## config.mk

```make
export PLATFORM = sky130hd
export DESIGN_NAME = interval_counter_ch
export DESIGN_NICKNAME = d
export VERILOG_FILES = /design/src/rtl/ictr_pkg.sv /design/src/rtl/ictr_gate_ctl.sv /design/src/rtl/ictr_count_core.sv /design/src/rtl/ictr_out_decode.sv /design/src/rtl/interval_counter_ch.sv
export SDC_FILE = /design/constraint.sdc
export NUM_CORES = 1
export LEC_CHECK = 0
export BUFFER_PORTS_ARGS = -buffer_cell sky130_fd_sc_hd__buf_4
export CAP_MARGIN = 20
export CORE_ASPECT_RATIO = 0.9
export CORE_MARGIN = 5
export CORE_UTILIZATION = 45
export DETAILED_ROUTE_END_ITERATION = 8
export PLACE_DENSITY = 0.64
export SETUP_SLACK_MARGIN = 0.3
export SLEW_MARGIN = 20
export SYNTH_ARGS = -nofsm -noshare
export SYNTH_HDL_FRONTEND = slang
export SYNTH_SLANG_ARGS = --single-unit
```

## constraint.sdc

```tcl
create_clock -name clk -period 6.6 [get_ports clk]
set_input_delay 1.32 -clock clk [delete_from_list [all_inputs] [get_ports clk]]
set_output_delay 1.32 -clock clk [all_outputs]
set_load 0.03 [all_outputs]
```

## src/rtl/ictr_pkg.sv

```systemverilog
// Shared types for the interval counter channel.
// Assumes mode codes above 5 fold onto the two periodic modes.
package ictr_pkg;

    typedef enum logic [2:0] {
        M_TERM     = 3'd0,
        M_ONESHOT  = 3'd1,
        M_RATE     = 3'd2,
        M_SQUARE   = 3'd3,
        M_SWSTROBE = 3'd4,
        M_HWSTROBE = 3'd5
    } mode_e;

    // Map a raw 3-bit code onto a supported mode.
    function automatic mode_e fold_mode(input logic [2:0] raw);
        return mode_e'((raw > 3'd5) ? (raw - 3'd4) : raw);
    endfunction

    // Modes where gate level pauses counting.
    function automatic logic is_gated(input mode_e m);
        return (m == M_TERM) || (m == M_SWSTROBE);
    endfunction

    // Modes where the elapsed count wraps at the interval.
    function automatic logic is_periodic(input mode_e m);
        return (m == M_RATE) || (m == M_SQUARE);
    endfunction

endpackage

```

## src/rtl/ictr_gate_ctl.sv

```systemverilog
// Gate handling: turns tick, gate level and gate edges into count-enable
// and restart. Assumes gate is synchronous to clk.
module ictr_gate_ctl
    import ictr_pkg::*;
(
    input  logic  clk,
    input  logic  rst_n,
    input  logic  tick,
    input  logic  gate,
    input  logic  active,
    input  mode_e mode,
    output logic  count_en,
    output logic  restart
);

    logic gate_q;

    // Previous gate level for edge detection; treated as high after reset.
    always_ff @(posedge clk) begin
        if (!rst_n) gate_q <= 1'b1;
        else        gate_q <= gate;
    end

    // Enable and retrigger decisions.
    always_comb begin
        count_en = tick && active && (is_gated(mode) ? gate : 1'b1);
        restart  = active && !is_gated(mode) && gate && !gate_q;
    end

endmodule

```

## src/rtl/ictr_count_core.sv

```systemverilog
// Counter state: interval, elapsed count and phase flags.
// Assumes load, restart and count_en are mutually prioritised in that order.
module ictr_count_core
    import ictr_pkg::*;
#(
    parameter int CNT_W = 16
) (
    input  logic             clk,
    input  logic             rst_n,
    input  logic             load,
    input  logic [CNT_W-1:0] load_value,
    input  logic [2:0]       mode_sel,
    input  logic             count_en,
    input  logic             restart,
    output logic             active,
    output mode_e            mode_q,
    output logic [CNT_W:0]   span,
    output logic [CNT_W-1:0] elapsed,
    output logic             reached,
    output logic             hit,
    output logic             started
);

    localparam logic [CNT_W:0] SPAN_MAX = {1'b1, {CNT_W{1'b0}}};
    localparam logic [CNT_W:0] ONE      = {{CNT_W{1'b0}}, 1'b1};

    logic [CNT_W:0] nxt;

    // Elapsed count plus one, one bit wider for the interval compare.
    always_comb nxt = {1'b0, elapsed} + ONE;

    // State update: load, then restart, then counted tick.
    always_ff @(posedge clk) begin
        if (!rst_n) begin
            active  <= 1'b0;
            mode_q  <= M_TERM;
            span    <= '0;
            elapsed <= '0;
            reached <= 1'b0;
            hit     <= 1'b0;
            started <= 1'b0;
        end else if (load) begin
            active  <= 1'b1;
            mode_q  <= fold_mode(mode_sel);
            span    <= (load_value == '0) ? SPAN_MAX : {1'b0, load_value};
            elapsed <= '0;
            reached <= 1'b0;
            hit     <= 1'b0;
            started <= 1'b0;
        end else if (restart) begin
            elapsed <= '0;
            reached <= 1'b0;
            hit     <= 1'b0;
            started <= 1'b0;
        end else if (count_en) begin
            started <= 1'b1;
            if (is_periodic(mode_q)) begin
                elapsed <= (nxt == span) ? '0 : nxt[CNT_W-1:0];
            end else begin
                elapsed <= nxt[CNT_W-1:0];
                if (nxt == span && !reached) begin
                    reached <= 1'b1;
                    hit     <= 1'b1;
                end else begin
                    hit     <= 1'b0;
                end
            end
        end
    end

    AST_HOLD_IDLE: assert property (@(posedge clk) disable iff (!rst_n)
        (!load && !restart && !count_en) |=> ($stable(elapsed) && $stable(reached)));
    AST_PERIOD_BOUND: assert property (@(posedge clk) disable iff (!rst_n)
        (active && is_periodic(mode_q)) |-> ({1'b0, elapsed} < span));
    AST_STROBE_SINGLE: assert property (@(posedge clk) disable iff (!rst_n)
        (hit && count_en && !load && !restart) |=> !hit);
    AST_MODE_FOLDED: assert property (@(posedge clk) disable iff (!rst_n)
        active |-> (3'(mode_q) <= 3'd5));

endmodule

```

## src/rtl/ictr_out_decode.sv

```systemverilog
// Output waveform and readback value from the counter state.
// Assumes elapsed is below span in the periodic modes.
module ictr_out_decode
    import ictr_pkg::*;
#(
    parameter int CNT_W = 16
) (
    input  logic             active,
    input  mode_e            mode,
    input  logic [CNT_W:0]   span,
    input  logic [CNT_W-1:0] elapsed,
    input  logic             reached,
    input  logic             hit,
    input  logic             started,
    output logic             out,
    output logic [CNT_W-1:0] count
);

    logic [CNT_W:0] dbl;
    logic [CNT_W:0] dbl_mod;
    logic [CNT_W:0] half;
    logic [CNT_W:0] sq_cnt;

    // Square-wave helpers: doubled phase modulo span and the high-phase length.
    always_comb begin
        dbl     = {elapsed, 1'b0};
        dbl_mod = (dbl >= span) ? (dbl - span) : dbl;
        half    = (span >> 1) + {{CNT_W{1'b0}}, span[0]};
        sq_cnt  = span - dbl_mod;
    end

    // Per-mode output level and readback.
    always_comb begin
        out   = 1'b0;
        count = '0;
        if (active) begin
            count = span[CNT_W-1:0] - elapsed;
            unique case (mode)
                M_TERM:     out = reached;
                M_ONESHOT:  out = !reached;
                M_RATE:     out = started && (elapsed == '0);
                M_SQUARE: begin
                    out   = {1'b0, elapsed} < half;
                    count = sq_cnt[CNT_W-1:0];
                end
                default:    out = hit;
            endcase
        end
    end

endmodule

```

## src/rtl/interval_counter_ch.sv

```systemverilog
// One interval counter channel: gate control, counter core, output decode.
// Assumes all inputs are synchronous to clk; tick paces counting.
module interval_counter_ch
    import ictr_pkg::*;
#(
    parameter int CNT_W = 16
) (
    input  logic             clk,
    input  logic             rst_n,
    input  logic             tick,
    input  logic             gate,
    input  logic             load,
    input  logic [CNT_W-1:0] load_value,
    input  logic [2:0]       mode_sel,
    output logic             out,
    output logic [CNT_W-1:0] count
);

    logic             active;
    mode_e            mode_q;
    logic [CNT_W:0]   span;
    logic [CNT_W-1:0] elapsed;
    logic             reached;
    logic             hit;
    logic             started;
    logic             count_en;
    logic             restart;

    ictr_gate_ctl u_gate (
        .clk      (clk),
        .rst_n    (rst_n),
        .tick     (tick),
        .gate     (gate),
        .active   (active),
        .mode     (mode_q),
        .count_en (count_en),
        .restart  (restart)
    );

    ictr_count_core #(.CNT_W(CNT_W)) u_core (
        .clk        (clk),
        .rst_n      (rst_n),
        .load       (load),
        .load_value (load_value),
        .mode_sel   (mode_sel),
        .count_en   (count_en),
        .restart    (restart),
        .active     (active),
        .mode_q     (mode_q),
        .span       (span),
        .elapsed    (elapsed),
        .reached    (reached),
        .hit        (hit),
        .started    (started)
    );

    ictr_out_decode #(.CNT_W(CNT_W)) u_dec (
        .active  (active),
        .mode    (mode_q),
        .span    (span),
        .elapsed (elapsed),
        .reached (reached),
        .hit     (hit),
        .started (started),
        .out     (out),
        .count   (count)
    );

    AST_IDLE_QUIET: assert property (@(posedge clk) disable iff (!rst_n)
        !active |-> (!out && count == '0));
    AST_TERM_STICKY: assert property (@(posedge clk) disable iff (!rst_n)
        (active && mode_q == M_TERM && out && !load) |=> out);

endmodule

```

==> flow_summary.yaml, run 1 <==
synth:
  ys_ff_latch: 41
  synth_warnings: 0
  netlist_instances: 631
  postSynthAreaPerCell_sq_um: 7.49
  synthTopCellsByArea: "dfxtp_1, ha_1, xnor2_1"
  synthTopCellsByCount: "nor2_1, ha_1, xnor2_1, o21ai_0"
  synth.most_common_cell: "nor2_1"
  synth_nets: 709
  synthFlopType: "dfxtp_1"
  synth_edf_count: 0
  synth_area_sq_um: 4730
  seq_area_frac_synth_pct: 17.4
  synthDistinctLibCells: 64
  yosys.area.top_type: "dfxtp_1"
  synth-async-reset-ratio_pct: 0
  netlist.area_leader.share_pct: 17.4
global_route:
  grt_max_degree: 24
  antenna_found_initial: 0
  gr-total-overflow: 0
  grt_pass1_wl_um: 24000
  grtUsageTotal_pct: 23.2
  grt_pass1_vias: 4586
die:
  start_util_pct: 46.1
  rows: 35
  coreArea_sq_um: 10200
  die_w_um: 118
  dieArea_sq_um: 12700
  io_pins: 41
  die_h_um: 107
timing:
  setup_viol: 0
  relSlewSlack_pct: 48.5
  worst_pin_slew_ns: 0.770
  finClkSkew_ns: 0.00653
  rsz0062_at_grt: "false"
  setup_slack_ns: 0.513
  fin_crit_sh_pct: 92.2
  fin_crit_ns: 6.09
  hold_violations: 0
  timing.fmax_ghz: 0.164
  setup_tns_ns: 0
  drv_slew: 0
power:
  p_leak_uw: 0.00227
  p_total_uw: 822
  powerDensity_nw_per_um2: 148
  ir_drop_v: 0.000135
critical_path:
  worstPathArrival_ns: 4.77
  cp_max_fo: 23
  crit_type: "reg2out"
  cp-start-kind: "flip-flop"
  startpoint: "u_core.span[1]$_SDFFE_PN0P_"
  r2r-start: "u_core.elapsed[2]$_SDFFE_PP0P_"
  rrSetupSlack_ns: 2.83
  cp.required_ns: 5.28
  crit_path_end_kind: "output pin"
  r2r-end: "u_core.elapsed[4]$_SDFFE_PP0P_"
  crit_path_end: "count[15]"
  r2r_cells: 10
cells_and_area:
  nets: 761
  area_growth_pct: 17.6
  stdcell_area_sq_um: 5560
  layout-drive-gt1-share_pct: 15.8
  diodes: 0
placed_design:
  dpl_worst_slack_ns: 0.191
  gp_congestion: 0.978
  placed_cell_area_sq_um: 5310
  dp.final_hpwl_um: 12000
  port-buffer-count: 40
routing:
  dr.pass1.iters: 5
  vias: 4886
  postRouteWirelength_um: 15200
  drt_iter0_drc: 311
  viasPerCell: 6.02
  remaining_drc_errors: 0
  ant_nets: 0
  wl_per_cell_um: 18.7
clock_network:
  h-tree-depth: 2
  clock_sinks: 41
  cts_made_buffers: 5
  clk-insertion-delay-late_ns: 0.28
  root_buffer: "clkbuf_16"
  cts.path.max_buffers: 2
  clk_pin_slew_ns: 0.06
  cts_tree: "done"
run_status:
  status: "complete, no violations"
job:
  max-cap-violations: 0
hold_path:
  hold_class: "reg2reg"
## where the power goes
group          switching, uW  leakage [uW]  internal [uW]  total [uW]
Sequential              10.4      0.000336            256         266
Combinational            159       0.00186            125         284
Clock                   96.1     0.0000797            176         272
Total                    266       0.00227            556         822
## kinds of logic after synthesis
family,count (synthesis),synth area share (%)
AND/OR/NAND/NOR,219,23.8
AO/OA/AOI/OAI,180,25.5
buffers and inverters,71,6.01
XOR/XNOR,60,11.4
adder cells (fa/ha/maj),54,14.6
flip-flops,41,17.4
multiplexers,6,1.27
## worst min-delay path by stage
stage	startpoint	to	slack, ns	cells after the start
global route	u_core.reached$_SDFFE_PP0P_	u_core.reached$_SDFFE_PP0P_	0.52	2
detailed placement	u_core.started$_SDFFE_PP0P_	u_core.started$_SDFFE_PP0P_	0.46	2
finish	u_core.reached$_SDFFE_PP0P_	u_core.reached$_SDFFE_PP0P_	0.47	2
global placement	u_core.started$_SDFFE_PP0P_	u_core.started$_SDFFE_PP0P_	0.45	2
floorplan	u_core.started$_SDFFE_PP0P_	u_core.started$_SDFFE_PP0P_	0.43	2
CTS	u_core.reached$_SDFFE_PP0P_	u_core.reached$_SDFFE_PP0P_	0.47	2
## sequential cells by signal, indices dropped and copies added (netlist names)
register,cells
u_core.span,17
u_core.reached,1
u_core.mode_q,3
u_core.started,1
u_gate.gate_q,1
u_core.active,1
u_core.hit,1
u_core.elapsed,16
## worst max-delay path, cell delays in order (launching register included)
cell	delay, ns
dfxtp_1	0.33
inv_1	0.08
ha_1	0.31
ha_1	0.19
a41o_1	0.26
nor4_2	0.31
o21ai_2	0.13
nand2_2	0.17
buf_12	0.18
nand2_1	0.07
o211ai_1	0.08
o21ai_0	0.12
ha_1	0.34
a211o_1	0.28
nor3_2	0.24
o21ai_2	0.11
a211o_1	0.29
a21o_1	0.20
a21oi_2	0.15
xnor3_1	0.31
and2_1	0.17
buf_4	0.16
## final cells by class
cell class	count	area, sq um
clock buffer	5	125
clock inverter	2	35.0
fill	999	4690
inverter	38	143
multi-input combinational	519	3670
sequential	41	827
tap	129	161
timing repair buffer	78	598
## metrics by stage
stage / hold slack, ns / instances / util [%]
2_1_floorplan: 0.432 / 631 / -
3_3_place_gp: 0.450 / 802 / 51.8
3_5_place_dp: 0.456 / 802 / 51.8
4_1_cts: 0.467 / 810 / 53.6
5_1_grt: 0.521 / 812 / 54.2
6_report: 0.469 / 812 / 54.2
## layout by cell type (no fill, tap or decap), types with 8 or more instances in the layout
master	synthesis	layout
buf_4	2	77
inv_1	38	38
xnor2_1	46	46
a21o_1	11	11
dfxtp_1	41	38
xor2_1	13	13
nor4_1	15	14
o211ai_1	8	8
nand2_1	41	40
nor2b_1	13	13
nor2_1	64	63
o21ai_0	45	43
ha_1	52	51
a22o_1	16	16
nor3_1	14	13
a31oi_1	8	8
nand3_1	21	21
a21oi_1	40	36
## per-layer routing
layer / wire length [um] / vias up / global-route usage [%]
li1: - / 2391 / -
met1: 6910 / 2245 / 31.8
met2: 6700 / 223 / 37.6
met3: 1270 / 27 / 4.22
met4: 281 / 0 / 5.65
met5: 0 / - / 0
## what timing repair did
item	in CTS	in global routing
gates resized for setup	8	13
setup endpoints to repair	1	3
hold buffers	0	0
setup buffers	1	2
pin swaps	1	4
(Power assumes the default switching activity.)
==> run 2: changes to the inputs <==
--- a/config.mk
+++ b/config.mk
@@ -9,9 +9,10 @@
 export CAP_MARGIN = 20
 export CORE_ASPECT_RATIO = 0.9
 export CORE_MARGIN = 5
-export CORE_UTILIZATION = 45
+export CORE_UTILIZATION = 47
+export CTS_BUF_LIST = sky130_fd_sc_hd__clkbuf_4
 export DETAILED_ROUTE_END_ITERATION = 8
-export PLACE_DENSITY = 0.64
+export PLACE_DENSITY = 0.66
 export SETUP_SLACK_MARGIN = 0.3
 export SLEW_MARGIN = 20
 export SYNTH_ARGS = -nofsm -noshare
==> flow_summary.yaml, run 2 (synthesis gave the netlist of run 1 again) <==
critical_path:
  crit_type: "reg2out"
  crit_top_cell: "a21oi_2"
  cpPeakStageDelay_ns: 0.42
  cp.required_ns: 5.28
  worstPathArrival_ns: 4.73
  critPathBufInv: 2
  crit_path_end_kind: "output pin"
  path_cells: "inv_1, ha_2, a21oi_2, nand2_1, nor4_2, o21ai_1, nand2_2, mux2i_1, nor2_1, a21oi_2, ha_1, nor2b_1, o31a_1, nor3_2, o21ai_2, a211o_1, a21o_1, a21oi_2, xnor3_1, and2_1, buf_4"
  cp-start-kind: "flip-flop"
  slowest_stage: "dfxtp_2"
  cp_max_fo: 6
  critPathTopFamily: "compound AO/OA/AOI/OAI gates"
cells_and_area:
  reg_top3: "u_core.span x17, u_core.elapsed x16, u_core.mode_q x3"
  layout_common_cells: "buf_4, nor2_1, ha_1"
  nets: 763
  diodes: 0
  largest_register_ffs: 17
  layout-drive-gt1-share_pct: 18.0
  stdcell_area_sq_um: 5550
  top_register: "u_core.span"
  area_growth_pct: 17.5
  layout_commonest_cell: "buf_4"
power:
  switching_share_pct: 36.1
  ir_drop_v: 0.000113
  powerDensity_nw_per_um2: 131
  p_comb_share_pct: 39.8
  p_leak_uw: 0.00226
  p_int_uw: 465
  p_switching_uw: 263
  p_clk_share_pct: 23.4
  power_frac_seq_pct: 36.8
routing:
  vias: 4856
  drt_iter0_drc: 394
  wl_per_cell_um: 18.2
  ant_nets: 0
  dr.pass1.iters: 4
  remaining_drc_errors: 0
  viasPerCell: 5.99
  postRouteWirelength_um: 14800
die:
  die_w_um: 116
  coreArea_sq_um: 9740
  die_h_um: 105
  io_pins: 41
  dieArea_sq_um: 12200
  start_util_pct: 48.5
  rows: 34
global_route:
  antenna_found_initial: 0
  grtUsageTotal_pct: 24.0
  grt_pass1_vias: 4482
  grt_max_degree: 23
  gr-total-overflow: 0
  grt_pass1_wl_um: 23400
timing:
  fin_crit_ns: 6.05
  setup_tns_ns: 0
  timing.fmax_ghz: 0.165
  relSlewSlack_pct: 40.1
  rsz0062_at_grt: "false"
  setup_viol: 0
  hold_violations: 0
  fin_crit_sh_pct: 91.7
  finClkSkew_ns: 0.0183
  drv_slew: 0
  worst_pin_slew_ns: 0.890
clock_network:
  cts_tree: "done"
  cts.path.max_buffers: 2
  clk_pin_slew_ns: 0.14
  root_buffer: "clkbuf_4"
  cts_made_buffers: 5
  h-tree-depth: 2
  hold_buffers: 0
  clk-insertion-delay-late_ns: 0.38
  clock_sinks: 41
hold_path:
  hold_class: "reg2reg"
placed_design:
  gp_congestion: 0.970
  dp.final_hpwl_um: 11700
  placed_cell_area_sq_um: 5270
  port-buffer-count: 40
job:
  max-cap-violations: 0
run_status:
  status: "complete, no violations"
==> run 2: cell count changes in the layout (fill, tap and decap cells not counted), moves of 2 or more <==
cell       change
a21oi_1        -2
clkbuf_16      -4
dfxtp_1        -4
a21oi_2        +2
dfxtp_2        +3
clkbuf_4       +5
==> run 2: power by group through the flow <==
stage,clock network [uW],logic [uW],registers (uW)
floorplan,0,190,270
global placement,0,264,273
detailed placement,0,268,273
CTS,173,273,268
global route,185,315,269
finish,171,290,268
==> run 2: path summary, 6_finish.rpt <==
path / start / to / slack, ns / cells after the start
max reg2reg: u_core.elapsed[6]$_SDFFE_PP0P_ / u_core.elapsed[4]$_SDFFE_PP0P_ / 2.92 / 10
max: u_core.span[4]$_SDFFE_PN0P_ / count[15] / 0.55 / 21
min reg2reg: u_core.reached$_SDFFE_PP0P_ / u_core.reached$_SDFFE_PP0P_ / 0.47 / 2
min: u_core.reached$_SDFFE_PP0P_ / u_core.reached$_SDFFE_PP0P_ / 0.47 / 2
==> run 2: repair_timing <==
action	4_1_cts	5_1_grt
pin swaps	2	11
resized for setup	12	25
buffers inserted	3	6
setup endpoints to repair	2	3
gates cloned	0	1
==> run 2: through the flow <==
stage	utilization [%]	std cells	hold WS [ns]	setup WS, ns	total power (uW)
after floorplan	-	631	0.432	0.798	460
after global placement	54.1	794	0.452	0.356	537
after detailed placement	54.1	794	0.460	0.172	541
after CTS	55.3	804	0.480	0.314	714
after global routing	57.0	811	0.513	0.243	770
final	57.0	811	0.474	0.547	728
==> run 2: worst reg2reg max path: cells and delay by family (launching register included) <==
kind            cells  cell delay [ns]
simple gates        7             2.30
compound gates      2             0.65
flops               1             0.41
buf+inv             1             0.20
==> run 2: layer usage <==
metal,vias up,GRT usage (%),wire [um]
li1,2395,-,-
met1,2273,33.3,6530
met2,160,37.2,6720
met3,28,4.22,1080
met4,0,8.12,432
met5,-,0,0
==> run 2: layout make-up <==
type	instances	area (sq um)
multi-input cells	519	3710
repair buffers	80	631
well taps	126	158
clock buffers	5	37.5
fillers	920	4190
clock inverters	2	35.0
inverters	38	146
flip-flops and latches	41	835
==> run 3: changes to the inputs <==
--- a/config.mk
+++ b/config.mk
@@ -5,10 +5,10 @@
 export SDC_FILE = /design/constraint.sdc
 export NUM_CORES = 1
 export LEC_CHECK = 0
+export ABC_AREA = 1
 export BUFFER_PORTS_ARGS = -buffer_cell sky130_fd_sc_hd__buf_4
 export CAP_MARGIN = 20
 export CORE_ASPECT_RATIO = 0.9
-export CORE_MARGIN = 5
 export CORE_UTILIZATION = 47
 export CTS_BUF_LIST = sky130_fd_sc_hd__clkbuf_4
 export DETAILED_ROUTE_END_ITERATION = 8
==> flow_summary.yaml, run 3 <==
clock_network:
  h-tree-depth: 2
  root_buffer: "clkbuf_4"
  cts.path.max_buffers: 2
  clk-insertion-delay-late_ns: 0.37
  clock_sinks: 41
  clk_pin_slew_ns: 0.14
  cts_tree: "done"
  hold_buffers: 0
  cts_made_buffers: 5
routing:
  drt_iter0_drc: 410
  postRouteWirelength_um: 17500
  viasPerCell: 5.74
  vias: 5745
  dr.pass1.iters: 7
  remaining_drc_errors: 8
  ant_nets: 0
  wl_per_cell_um: 17.5
cells_and_area:
  layout_commonest_cell: "nand2_1"
  diodes: 0
  largest_register_ffs: 17
  area_growth_pct: 12.0
  top_register: "u_core.span"
  fin_cells: 1001
  fillers: 1071
  layout-drive-gt1-share_pct: 14.1
  reg_top3: "u_core.span x17, u_core.elapsed x16, u_core.mode_q x3"
  nets: 949
  utilization_pct: 54.7
  layout_common_cells: "nand2_1, inv_1, nand3_1"
global_route:
  grt_max_degree: 34
  antenna_found_initial: 0
  gr-total-overflow: 0
  grtUsageTotal_pct: 32.1
  grt_pass1_wl_um: 27700
  grt_pass1_vias: 5346
synth:
  seq_area_frac_synth_pct: 16.3
  synth_warnings: 0
  synth-async-reset-ratio_pct: 0
  synthTopCellsByArea: "dfxtp_1, nand2_1, ha_1"
  synth_area_sq_um: 5040
  synth.most_common_cell: "nand2_1"
  ys_ff_latch: 41
  synthTopCellsByCount: "nand2_1, inv_1, nand3_1, nor2_1, o21ai_0"
  synthFlopType: "dfxtp_1"
  netlist.area_leader.share_pct: 16.3
  netlist_instances: 825
  yosys.area.top_type: "dfxtp_1"
  postSynthAreaPerCell_sq_um: 6.11
  synth_edf_count: 0
  synth_nets: 903
  synthDistinctLibCells: 51
die:
  io_pins: 41
  die_w_um: 111
  start_util_pct: 48.8
  rows: 35
  coreArea_sq_um: 10300
  die_h_um: 100
  dieArea_sq_um: 11200
power:
  ir_drop_v: 0.0000972
  switching_share_pct: 42.5
  p_int_uw: 408
  power_frac_seq_pct: 38.2
  p_comb_share_pct: 41.1
  p_clk_share_pct: 20.6
  p_total_uw: 708
  p_switching_uw: 301
  powerDensity_nw_per_um2: 125
  p_leak_uw: 0.00265
critical_path:
  slowest_stage: "dfxtp_1"
  startpoint: "u_core.span[15]$_SDFFE_PN0P_"
  path_cells: "clkinvlp_4, ha_1, nand2_1, nor2_1, a21boi_0, nor2_1, nand2_4, buf_4, nand3_1, o21ai_0, ha_1, inv_1, fa_1, nand3_1, nand3_1, inv_1, nor2_1, nor2_1, o21ai_1, a21boi_1, o21ai_1, o21ai_0, a21oi_1, buf_4"
  cp-start-kind: "flip-flop"
  crit_type: "reg2out"
  crit_path_end_kind: "output pin"
  critPathTopFamily: "simple AND/OR/NAND/NOR gates"
  r2r-end: "u_core.elapsed[4]$_SDFFE_PP0P_"
  crit_top_cell: "nor2_1"
  critPathBufInv: 5
  cpPeakStageDelay_ns: 0.51
  worstPathArrival_ns: 4.66
  cp_max_fo: 15
  r2r-start: "u_core.elapsed[0]$_SDFFE_PP0P_"
  cp.required_ns: 5.28
  r2r_cells: 13
  rrSetupSlack_ns: 3.83
timing:
  fin_crit_ns: 5.98
  finClkSkew_ns: 0.00578
  drv_slew: 0
  setup_tns_ns: 0
  setup_viol: 0
  timing.fmax_ghz: 0.167
  rsz0062_at_grt: "false"
  relSlewSlack_pct: 55.6
  worst_pin_slew_ns: 0.665
  hold_violations: 0
  fin_crit_sh_pct: 90.7
  setup_slack_ns: 0.617
run_status:
  violations: "design-rule violations"
  status: "finished, violations left"
hold_path:
  hp-start: "u_core.started$_SDFFE_PP0P_"
  min_to: "u_core.started$_SDFFE_PP0P_"
  hold_class: "reg2reg"
  whs_path_depth: 2
placed_design:
  port-buffer-count: 40
  placed_cells: 990
  dpl_worst_slack_ns: 0.635
  gp_congestion: 1.04
  dp.final_hpwl_um: 14500
job:
  max-cap-violations: 0
## run 3: changes by cell type after synthesis, moves of 10 or more
cell / change
o21ai_0: +21
clkbuf_1: -15
nor2_1: +14
xnor2_1: -38
a22o_1: -16
a21oi_1: +20
nand2_2: +16
xor2_1: +11
inv_1: +49
a21oi_2: +10
nand3_1: +58
nor2b_1: -13
nand2_1: +166
## run 3: layout make-up
cell class              count  area [sq um]  share of cell area [%]
clock inverters             2          15.0                   0.266
inverters                  89           342                    6.05
well taps                 129           161                    2.86
flip-flops and latches     41           830                    14.7
multi-input cells         676          3820                    67.6
clock buffers               6          45.0                   0.797
repair buffers             58           435                    7.71
## run 3: kinds of logic after synthesis
kind of cell | after synthesis | synth area share, %
AO/OA/AOI/OAI | 161 | 18.2
XOR/XNOR | 32 | 5.56
adder cells (fa/ha/maj) | 54 | 13.7
buffers and inverters | 108 | 8.38
flip-flops | 41 | 16.3
AND/OR/NAND/NOR | 429 | 37.9
## run 3: worst max path at each step
stage | to | slack, ns | cells past startpoint
after floorplan | count[12] | 1.40 | 23
final | count[12] | 0.62 | 24
after detailed placement | count[12] | 0.63 | 25
after global routing | count[12] | 0.31 | 25
after global placement | count[12] | 0.78 | 23
after CTS | count[12] | 0.34 | 25
## run 3: worst min-delay path, stage by stage (launching register included)
cell,delay (ns)
dfxtp_1,0.32
inv_1,0.07
a21oi_1,0.06
## run 3: routing by layer
metal	global-route usage [%]	up-vias	share of wire, %
met5	0	-	0
met4	9.77	0	2.4
met3	3.93	32	7.9
met2	52.7	245	44
met1	44.1	2607	46
li1	-	2861	-
## run 3: repair_timing
action,4_1_cts,5_1_grt
endpoints found under the setup margin,1,4
setup buffers,0,3
resized for setup,1,14
## run 3: metrics by stage
step	hold slack [ns]	area (sq um)
3_3_place_gp	0.457	5540
4_1_cts	0.487	5600
2_1_floorplan	0.433	5040
5_1_grt	0.504	5650
3_5_place_dp	0.468	5540
6_report	0.488	5650
## run 3: power groups by stage
| stage | logic, uW | clock network (uW) | registers, uW |
|---|---|---|---|
| 2_1_floorplan | 202 | 0 | 269 |
| 3_3_place_gp | 281 | 0 | 274 |
| 3_5_place_dp | 284 | 0 | 275 |
| 4_1_cts | 286 | 146 | 269 |
| 5_1_grt | 323 | 153 | 272 |
| 6_report | 291 | 146 | 271 |
